## src/rtl/div_unit_pkg.sv

```systemverilog
package div_unit_pkg;
  localparam int OP_W  = 3;
  localparam int TAG_W = 5;

  localparam logic [OP_W-1:0] OP_SDIV = 3'b100;
  localparam logic [OP_W-1:0] OP_UDIV = 3'b101;
  localparam logic [OP_W-1:0] OP_SREM = 3'b110;
  localparam logic [OP_W-1:0] OP_UREM = 3'b111;

  // every divide-family code has the top bit set
  function automatic logic op_valid(input logic [OP_W-1:0] op);
    return op[OP_W-1];
  endfunction

  // even codes in the family are the signed ones
  function automatic logic op_signed(input logic [OP_W-1:0] op);
    return ~op[0];
  endfunction
endpackage

```

## src/rtl/div_operand_prep.sv

```systemverilog
module div_operand_prep
  import div_unit_pkg::*;
#(
  parameter int WIDTH = 32
) (
  input  logic [WIDTH-1:0] dividend_i,
  input  logic [WIDTH-1:0] divisor_i,
  input  logic [OP_W-1:0]  op_i,
  output logic [WIDTH-1:0] dvnd_mag_o,
  output logic [WIDTH-1:0] dvsr_mag_o,
  output logic             neg_quo_o,
  output logic             neg_rem_o,
  output logic             dvsr_zero_o
);
  logic is_signed, a_neg, b_neg;

  always_comb begin
    is_signed   = op_signed(op_i);
    a_neg       = is_signed & dividend_i[WIDTH-1];
    b_neg       = is_signed & divisor_i[WIDTH-1];
    dvnd_mag_o  = a_neg ? (~dividend_i + 1'b1) : dividend_i;
    dvsr_mag_o  = b_neg ? (~divisor_i + 1'b1) : divisor_i;
    neg_quo_o   = a_neg ^ b_neg;
    neg_rem_o   = a_neg;
    dvsr_zero_o = (divisor_i == '0);
  end
endmodule

```

## src/rtl/div_step.sv

```systemverilog
module div_step #(
  parameter int WIDTH = 32
) (
  input  logic [WIDTH-1:0] rem_i,
  input  logic [WIDTH-1:0] quo_i,
  input  logic [WIDTH-1:0] dvsr_i,
  output logic [WIDTH-1:0] rem_o,
  output logic [WIDTH-1:0] quo_o
);
  logic [WIDTH:0] trial, diff;
  logic           fits;

  always_comb begin
    trial = {rem_i, quo_i[WIDTH-1]};
    diff  = trial - {1'b0, dvsr_i};
    fits  = ~diff[WIDTH];
    rem_o = fits ? diff[WIDTH-1:0] : trial[WIDTH-1:0];
    quo_o = {quo_i[WIDTH-2:0], fits};
  end
endmodule

```

## src/rtl/div_result_fix.sv

```systemverilog
module div_result_fix #(
  parameter int WIDTH = 32
) (
  input  logic [WIDTH-1:0]   quo_mag_i,
  input  logic [WIDTH-1:0]   rem_mag_i,
  input  logic               neg_quo_i,
  input  logic               neg_rem_i,
  input  logic               dvsr_zero_i,
  input  logic [WIDTH-1:0]   dividend_raw_i,
  output logic [2*WIDTH-1:0] packed_o
);
  logic [WIDTH-1:0] quo, rem;

  always_comb begin
    if (dvsr_zero_i) begin
      quo = '1;
      rem = dividend_raw_i;
    end else begin
      quo = neg_quo_i ? (~quo_mag_i + 1'b1) : quo_mag_i;
      rem = neg_rem_i ? (~rem_mag_i + 1'b1) : rem_mag_i;
    end
    packed_o = {rem, quo};
  end
endmodule

```

## src/rtl/div_unit_seq.sv

```systemverilog
module div_unit_seq
  import div_unit_pkg::*;
#(
  parameter int WIDTH = 32
) (
  input  logic               clk,
  input  logic               rst,
  input  logic               start_i,
  input  logic [WIDTH-1:0]   dividend_i,
  input  logic [WIDTH-1:0]   divisor_i,
  input  logic [OP_W-1:0]    op_i,
  input  logic [TAG_W-1:0]   tag_i,
  output logic               busy_o,
  output logic               ready_o,
  output logic [2*WIDTH-1:0] result_o,
  output logic [OP_W-1:0]    op_o,
  output logic [TAG_W-1:0]   tag_o
);
  localparam int CNT_W = $clog2(WIDTH);
  localparam logic [CNT_W-1:0] LAST_STEP = CNT_W'(WIDTH - 1);

  logic [WIDTH-1:0] mag_a, mag_b;
  logic             pre_neg_q, pre_neg_r, pre_zero;

  logic [WIDTH-1:0] rem_q, quo_q, dvsr_q, raw_a_q;
  logic             neg_q_q, neg_r_q, zero_q;
  logic [CNT_W-1:0] cnt_q;

  logic [WIDTH-1:0]   rem_nx, quo_nx;
  logic [2*WIDTH-1:0] final_word;
  logic               accept;

  div_operand_prep #(.WIDTH(WIDTH)) prep_i (
    .dividend_i (dividend_i),
    .divisor_i  (divisor_i),
    .op_i       (op_i),
    .dvnd_mag_o (mag_a),
    .dvsr_mag_o (mag_b),
    .neg_quo_o  (pre_neg_q),
    .neg_rem_o  (pre_neg_r),
    .dvsr_zero_o(pre_zero)
  );

  div_step #(.WIDTH(WIDTH)) step_i (
    .rem_i (rem_q),
    .quo_i (quo_q),
    .dvsr_i(dvsr_q),
    .rem_o (rem_nx),
    .quo_o (quo_nx)
  );

  div_result_fix #(.WIDTH(WIDTH)) fix_i (
    .quo_mag_i     (quo_nx),
    .rem_mag_i     (rem_nx),
    .neg_quo_i     (neg_q_q),
    .neg_rem_i     (neg_r_q),
    .dvsr_zero_i   (zero_q),
    .dividend_raw_i(raw_a_q),
    .packed_o      (final_word)
  );

  assign accept = start_i & op_valid(op_i) & ~busy_o;

  always_ff @(posedge clk) begin
    if (rst) begin
      busy_o   <= 1'b0;
      ready_o  <= 1'b0;
      result_o <= '0;
      op_o     <= '0;
      tag_o    <= '0;
      cnt_q    <= '0;
      rem_q    <= '0;
      quo_q    <= '0;
      dvsr_q   <= '0;
      raw_a_q  <= '0;
      neg_q_q  <= 1'b0;
      neg_r_q  <= 1'b0;
      zero_q   <= 1'b0;
    end else begin
      ready_o <= 1'b0;
      if (accept) begin
        busy_o  <= 1'b1;
        cnt_q   <= '0;
        rem_q   <= '0;
        quo_q   <= mag_a;
        dvsr_q  <= mag_b;
        raw_a_q <= dividend_i;
        neg_q_q <= pre_neg_q;
        neg_r_q <= pre_neg_r;
        zero_q  <= pre_zero;
        op_o    <= op_i;
        tag_o   <= tag_i;
      end else if (busy_o) begin
        rem_q <= rem_nx;
        quo_q <= quo_nx;
        cnt_q <= cnt_q + 1'b1;
        if (cnt_q == LAST_STEP) begin
          busy_o   <= 1'b0;
          ready_o  <= 1'b1;
          result_o <= final_word;
        end
      end
    end
  end
endmodule

```

## config.mk

```make
export PLATFORM = sky130hd
export DESIGN_NAME = div_unit_seq
export DESIGN_NICKNAME = d
export VERILOG_FILES = /design/src/rtl/div_unit_pkg.sv /design/src/rtl/div_operand_prep.sv /design/src/rtl/div_step.sv /design/src/rtl/div_result_fix.sv /design/src/rtl/div_unit_seq.sv
export SDC_FILE = /design/constraint.sdc
export NUM_CORES = 1
export LEC_CHECK = 0
export BUFFER_PORTS_ARGS = -buffer_cell sky130_fd_sc_hd__buf_4
export CORE_MARGIN = 2
export CORE_UTILIZATION = 30
export DETAILED_ROUTE_END_ITERATION = 8
export GPL_TIMING_DRIVEN = 0
export PLACE_DENSITY = 0.47
export RECOVER_POWER = 25
export SETUP_SLACK_MARGIN = 0.05
export SKIP_CTS_REPAIR_TIMING = 1
export SYNTH_ARGS = -nofsm -noshare
export SYNTH_HDL_FRONTEND = slang
export SYNTH_SLANG_ARGS = --single-unit
```

## constraint.sdc

```tcl
create_clock -name clk -period 5.9 [get_ports clk]
set_input_delay 0.885 -clock clk [delete_from_list [all_inputs] [get_ports clk]]
set_output_delay 0.885 -clock clk [all_outputs]
set_load 0.005 [all_outputs]
```

### Word-level counts from Yosys, hierarchy flattened

Cells that the tools add are included.
Widths: inputs -> output; s select.

* bits of input ports: 75
* register bits after elaboration: 210
* output and inout bits: 74
* word-level logic and storage cells: 51

* equality and inequality tests: 1
* $add $sub $neg: 6
* mux-type cells: 13
* bitwise gates (word level): 13
* reduce and logical (&&, ||, !) cells: 5

Operator list (number)
* $mux 32: 9
* $add 32x1->32 const B: 4
* $not 32->32: 4
* $sub 33x32->33: 1
* $logic_not 32->1: 1
* $add 5x1->5 const B: 1
* $eq 5x5->1 const B: 1
* $and 1x1->1: 4
* $mux 1: 4
* $not 1->1: 4
* $reduce_and 3->1: 1
* $reduce_or 3->1: 1
* $reduce_bool 2->1: 1
* $reduce_or 2->1: 1
* $xor 1x1->1: 1

### Longest topological paths before layout

* word-level depth: 6
* depth in mapped cells: 24
* depth with buffers taken out: 21

### Cells and area by module

A second synthesis with hierarchy kept.

* cell total of the unflattened synthesis: 1785
* area, all modules: 13784.5 µm²

Modules (own cells, without submodules)
* div_unit_seq: cells each 917, sequential area each 4204.0 µm², area each 7698.6 µm², instances 1
* div_step: cells each 337, sequential area each 0.0 µm², area each 2598.7 µm², instances 1
* div_result_fix: cells each 313, sequential area each 0.0 µm², area each 1960.6 µm², instances 1
* div_operand_prep: cells each 218, sequential area each 0.0 µm², area each 1526.5 µm², instances 1

### Worst setup path after synthesis

OpenSTA, ideal clock, no wires.

* kind: flip-flop to flip-flop
* start: register quo_q[31]
* end: register result_o[54]
* required time: 5830 ps
* clock period less this slack: 4940 ps
* library setup time: 70 ps
* setup slack: 960 ps
* path buffers: 4
* stages on the path, launching flop included: 23
* arrival: 4870 ps
* cells stage by stage: dfxtp_1 > inv_1 > ha_1 > inv_1 > fa_1 > a211oi_2 > o211ai_1 > a21oi_2 > a21o_1 > a311o_2 > nand2_4 > buf_4 > buf_2 > buf_2 > o21ai_0 > ha_1 > nand3_1 > or3_1 > mux2_2 > or3_1 > buf_2 > o41a_1 > a21oi_1

* longest elaborated chain between the ends: 6

RTL lines
* from (decl): line div_unit_seq.sv:25 `logic [WIDTH-1:0] rem_q, quo_q, dvsr_q, raw_a_q;`
* from (signal assigned): line div_unit_seq.sv:85 `quo_q <= mag_a;`
* from (signal assigned): line div_unit_seq.sv:95 `quo_q <= quo_nx;`
* $sub 33x32->33: line div_step.sv:15 `diff = trial - {1'b0, dvsr_i};`
* $mux 32 *: line div_step.sv:17 `rem_o = fits ? diff[WIDTH-1:0] : trial[WIDTH-1:0];`
* $not 32->32: line div_result_fix.sv:20 `rem = neg_rem_i ? (~rem_mag_i + 1'b1) : rem_mag_i;`
* $add 32x1->32: line div_result_fix.sv:20
* $mux 32 *: line div_result_fix.sv:20
* $mux 32 *: line div_result_fix.sv:15 `if (dvsr_zero_i) begin`
* to (signal assigned): line div_unit_seq.sv:100 `result_o <= final_word;`
* to (decl): line div_unit_seq.sv:15 `output logic [2*WIDTH-1:0] result_o,`

Mark *: on every way between the ends. The rest lies on a longest branch, timed or not.
A chain may end at the register's enable or synchronous reset.

### Worst setup path in the final report

* start: register quo_q[31]
* end: register result_o[28]

* longest elaborated chain between the ends: 6

RTL lines
* $sub 33x32->33: line div_step.sv:15
* $not 1->1: line div_step.sv:16 `fits = ~diff[WIDTH];`
* $not 32->32: line div_result_fix.sv:19 `quo = neg_quo_i ? (~quo_mag_i + 1'b1) : quo_mag_i;`
* $add 32x1->32: line div_result_fix.sv:19
* $mux 32: line div_result_fix.sv:19
* $mux 32: line div_result_fix.sv:15

No other way between the ends.

==> reports/metrics.yaml <==
sta:
  setup_slack_ns: 0.212
  max_freq_ghz: 0.176
  drv_slew: 0
  setup_tns_ns: 0
  hold_violations: 0
  finalCritPeriodShare: 0.964
  rsz0062_at_grt: "false"
  tightestPinTransition_ns: 1.39
  slew_headroom: 0.0683
  fin_crit_ns: 5.69
  whs_ns: 0.457
  fin_worst_skew_ns: 0.0140
  setup_viol: 0
status:
  outcome: "finished clean"
worst_hold_path:
  min-delay-start: "op_o[1]"
  min_path_type: "register to register"
yosys:
  seq_area_frac_synth: 0.313
  ys_async_sr_fraction: 0
  synthTopCellsByArea: "dfxtp_1, nor2_1, a211oi_1"
  synth_fp_nets: 1860
  ys.flop_type: "dfxtp_1"
  syn_avg_cell_area_um2: 7.70
  synth_area_um2: 13400
  synth_edf_count: 0
  yosysTopAreaCell: "dfxtp_1"
  syn_inst: 1746
  yosysUniqueCellTypes: 95
  ys_seq_elements: 210
  yosysTopAreaCellShare: 0.313
  yosysWarnings: 0
global_route:
  antenna_found_initial: 0
  grt_pass1_wl_mm: 81.6
  grt_max_degree: 15
  track_usage: 0.226
  grt_overflow: 0
  grt_pass1_vias: 13200
setup_path:
  crit_buf_inv: 5
  r2r-start: "quo_q[31]"
  cp-start-kind: "register"
  critPathCaptureType: "register"
  crit_arrival_ns: 6.19
  critical_path.top_delay_family: "simple AND/OR/NAND/NOR gates"
  startpoint: "quo_q[31]"
  slowest_delay_ns: 0.48
  crit_fanout: 10
  cp_slowest_cell: "or4_1"
  required_ns: 6.40
  path_class: "register to register"
  path_cells: "inv_2 > ha_1 > inv_1 > fa_1 > a211oi_2 > o211ai_1 > a21oi_4 > a21o_1 > a311o_2 > nand2_4 > inv_2 > buf_6 > buf_6 > ha_1 > nand2_1 > or2_1 > or4_1 > or3_4 > or3_1 > o21ai_2 > xnor2_2 > o22ai_1 > nor2_1"
place:
  gp_congestion: 0.899
  portBuffers: 148
  place_ws_ns: -0.488
  place_area_um2: 15300
  numPlacedInstances: 2486
  hpwl_mm: 43.1
clocking:
  clkSinkCount: 210
  clockBufferDepth: 3
  clkTransAtPathRegs_ns: 0.06
  cts_tree: "done"
  clock-root-buffer: "clkbuf_16"
  numCtsBuffers: 27
  h-tree-depth: 1
  insertion_delay_ns: 0.58
drt:
  wl_per_cell_um: 21.3
  via_count: 13900
  drtAntennaViolNets: 0
  wirelength_mm: 54.1
  drt_iter0_drc: 1075
  drc: 0
  via_per_inst: 5.49
  firstDrtPassIters: 5
die:
  die_y_um: 216
  io_pins: 149
  die_w_um: 216
  initial_utilization: 0.304
  die-area_um2: 46500
  core_area_um2: 44200
  core.rowCount: 77
power:
  p_int_mw: 3.10
  sequentialPowerShare: 0.309
  power_switching_mw: 1.92
  p_sw_frac: 0.383
  power_frac_comb: 0.363
  p_leak_nw: 5.92
  powerDensity_nw_per_um2: 310
  p_clk_frac: 0.327
  peakVddDrop_mv: 0.230
cells_and_area:
  diodes: 0
  area_delta_synth_final_pct: 20.7
  layout-drive-gt1-share: 0.132
  post-route-cell-area_um2: 16200
  stdcell_count: 2538
  nets: 2040
run:
  drv_cap: 0
logic make-up after synthesis:
logic type               after synthesis  synth area share
AND/OR/NAND/NOR                      631             0.219
adder cells (fa/ha/maj)               39            0.0369
AO/OA/AOI/OAI                        517             0.262
XOR/XNOR                             122            0.0795
flip-flops                           210             0.313
multiplexers                          50            0.0378
buffers and inverters                177            0.0524
sequential cells by signal, indices dropped and copies added (netlist names):
register	count
result_o	64
dvsr_q	32
quo_q	32
raw_a_q	32
rem_q	32
cnt_q	5
tag_o	5
op_o	3
busy_o	1
neg_q_q	1
neg_r_q	1
ready_o	1
zero_q	1
layout make-up:
type | instances | area [um2]
fill | 4729 | 28000
multi-input combinational | 1359 | 8590
sequential | 210 | 4200
timing repair buffer | 153 | 1110
clock buffer | 41 | 818
tap | 592 | 741
buffer | 116 | 493
inverter | 59 | 221
clock inverter | 8 | 55.1
Yosys cell counts, types with 4 or more instances:
cell and number:
nor2_1 235, dfxtp_1 210, nand2_1 187, a21oi_1 142
a211oi_1 110, clkbuf_1 86, xor2_1 70, o21ai_0 67
inv_1 58, xnor2_1 52, mux2i_1 44, ha_1 38
nor3_1 35, o31ai_1 31, or3_1 31, nand3_1 27
buf_2 17, a311oi_1 16, o22ai_1 16, or4_1 16
a21o_1 14, a31oi_1 14, and3_1 14, nor4_1 14
buf_1 11, and2_1 10, o211ai_1 10, nand2b_1 9
o21a_1 9, o41ai_1 9, nand3b_1 7, nor2b_1 7
mux2_2 6, nand4_1 6, o2111ai_1 6, o21ai_1 6
a211o_1 5, a21oi_2 5, a2111oi_0 4, nand4b_1 4
nor3b_1 4
worst paths after layout:
kind | slack [ns] | depth (start not counted) | to
min | 0.46 | 2 | op_o[1]
max | 0.21 | 23 | result_o[28]
min reg2reg | 0.46 | 2 | op_o[1]
max reg2reg | 0.21 | 23 | result_o[28]
routing by layer:
metal / global-route usage / vias up / routed length [um]
met1: 0.339 / 6785 / 26800
met5: 0 / - / 0
met2: 0.343 / 410 / 23500
met4: 0.0487 / 0 / 843
met3: 0.0271 / 46 / 3020
li1: - / 6692 / -
tightest hold or removal path, stage by stage (launching register included):
cell	delay, ns
dfxtp_1	0.31
nand2_1	0.05
a21oi_1	0.05
layout by cell type (no fill, tap or decap), types with 7 or more instances in the layout:
cell type,n
clkbuf_16,27
clkbuf_1,102
clkbuf_8,9
nor4_1,14
inv_1,57
nand3b_1,7
dfxtp_1,210
a211oi_1,110
clkbuf_4,60
a21oi_1,142
and2_1,10
and3_1,14
nand2b_1,9
o21ai_0,66
clkinv_2,7
a21o_1,14
nand3_1,27
ha_1,37
xor2_1,70
mux2i_1,43
o211ai_1,10
or3_1,30
o41ai_1,9
a31oi_1,14
or4_1,16
o31ai_1,31
nand2_1,187
a311oi_1,16
nor2b_1,7
buf_2,13
xnor2_1,50
nor3_1,35
o22ai_1,16
buf_1,11
nor2_1,235
o21a_1,9
buf_4,84
power by group through the flow:
stage / combinational, mW / sequential (mW) / clock, mW
floorplan: 1.24 / 1.55 / 0
global placement: 1.76 / 1.58 / 0
CTS: 1.77 / 1.55 / 1.67
detailed placement: 1.76 / 1.58 / 0
finish: 1.83 / 1.55 / 1.65
global route: 1.98 / 1.56 / 1.74
through the flow:
step,util,power (mW)
after floorplan,-,2.79
after global routing,0.367,5.29
final,0.367,5.03
after global placement,0.346,3.34
after detailed placement,0.346,3.35
after CTS,0.366,5.00
No activity file was read; power rests on OpenSTA's default activity.
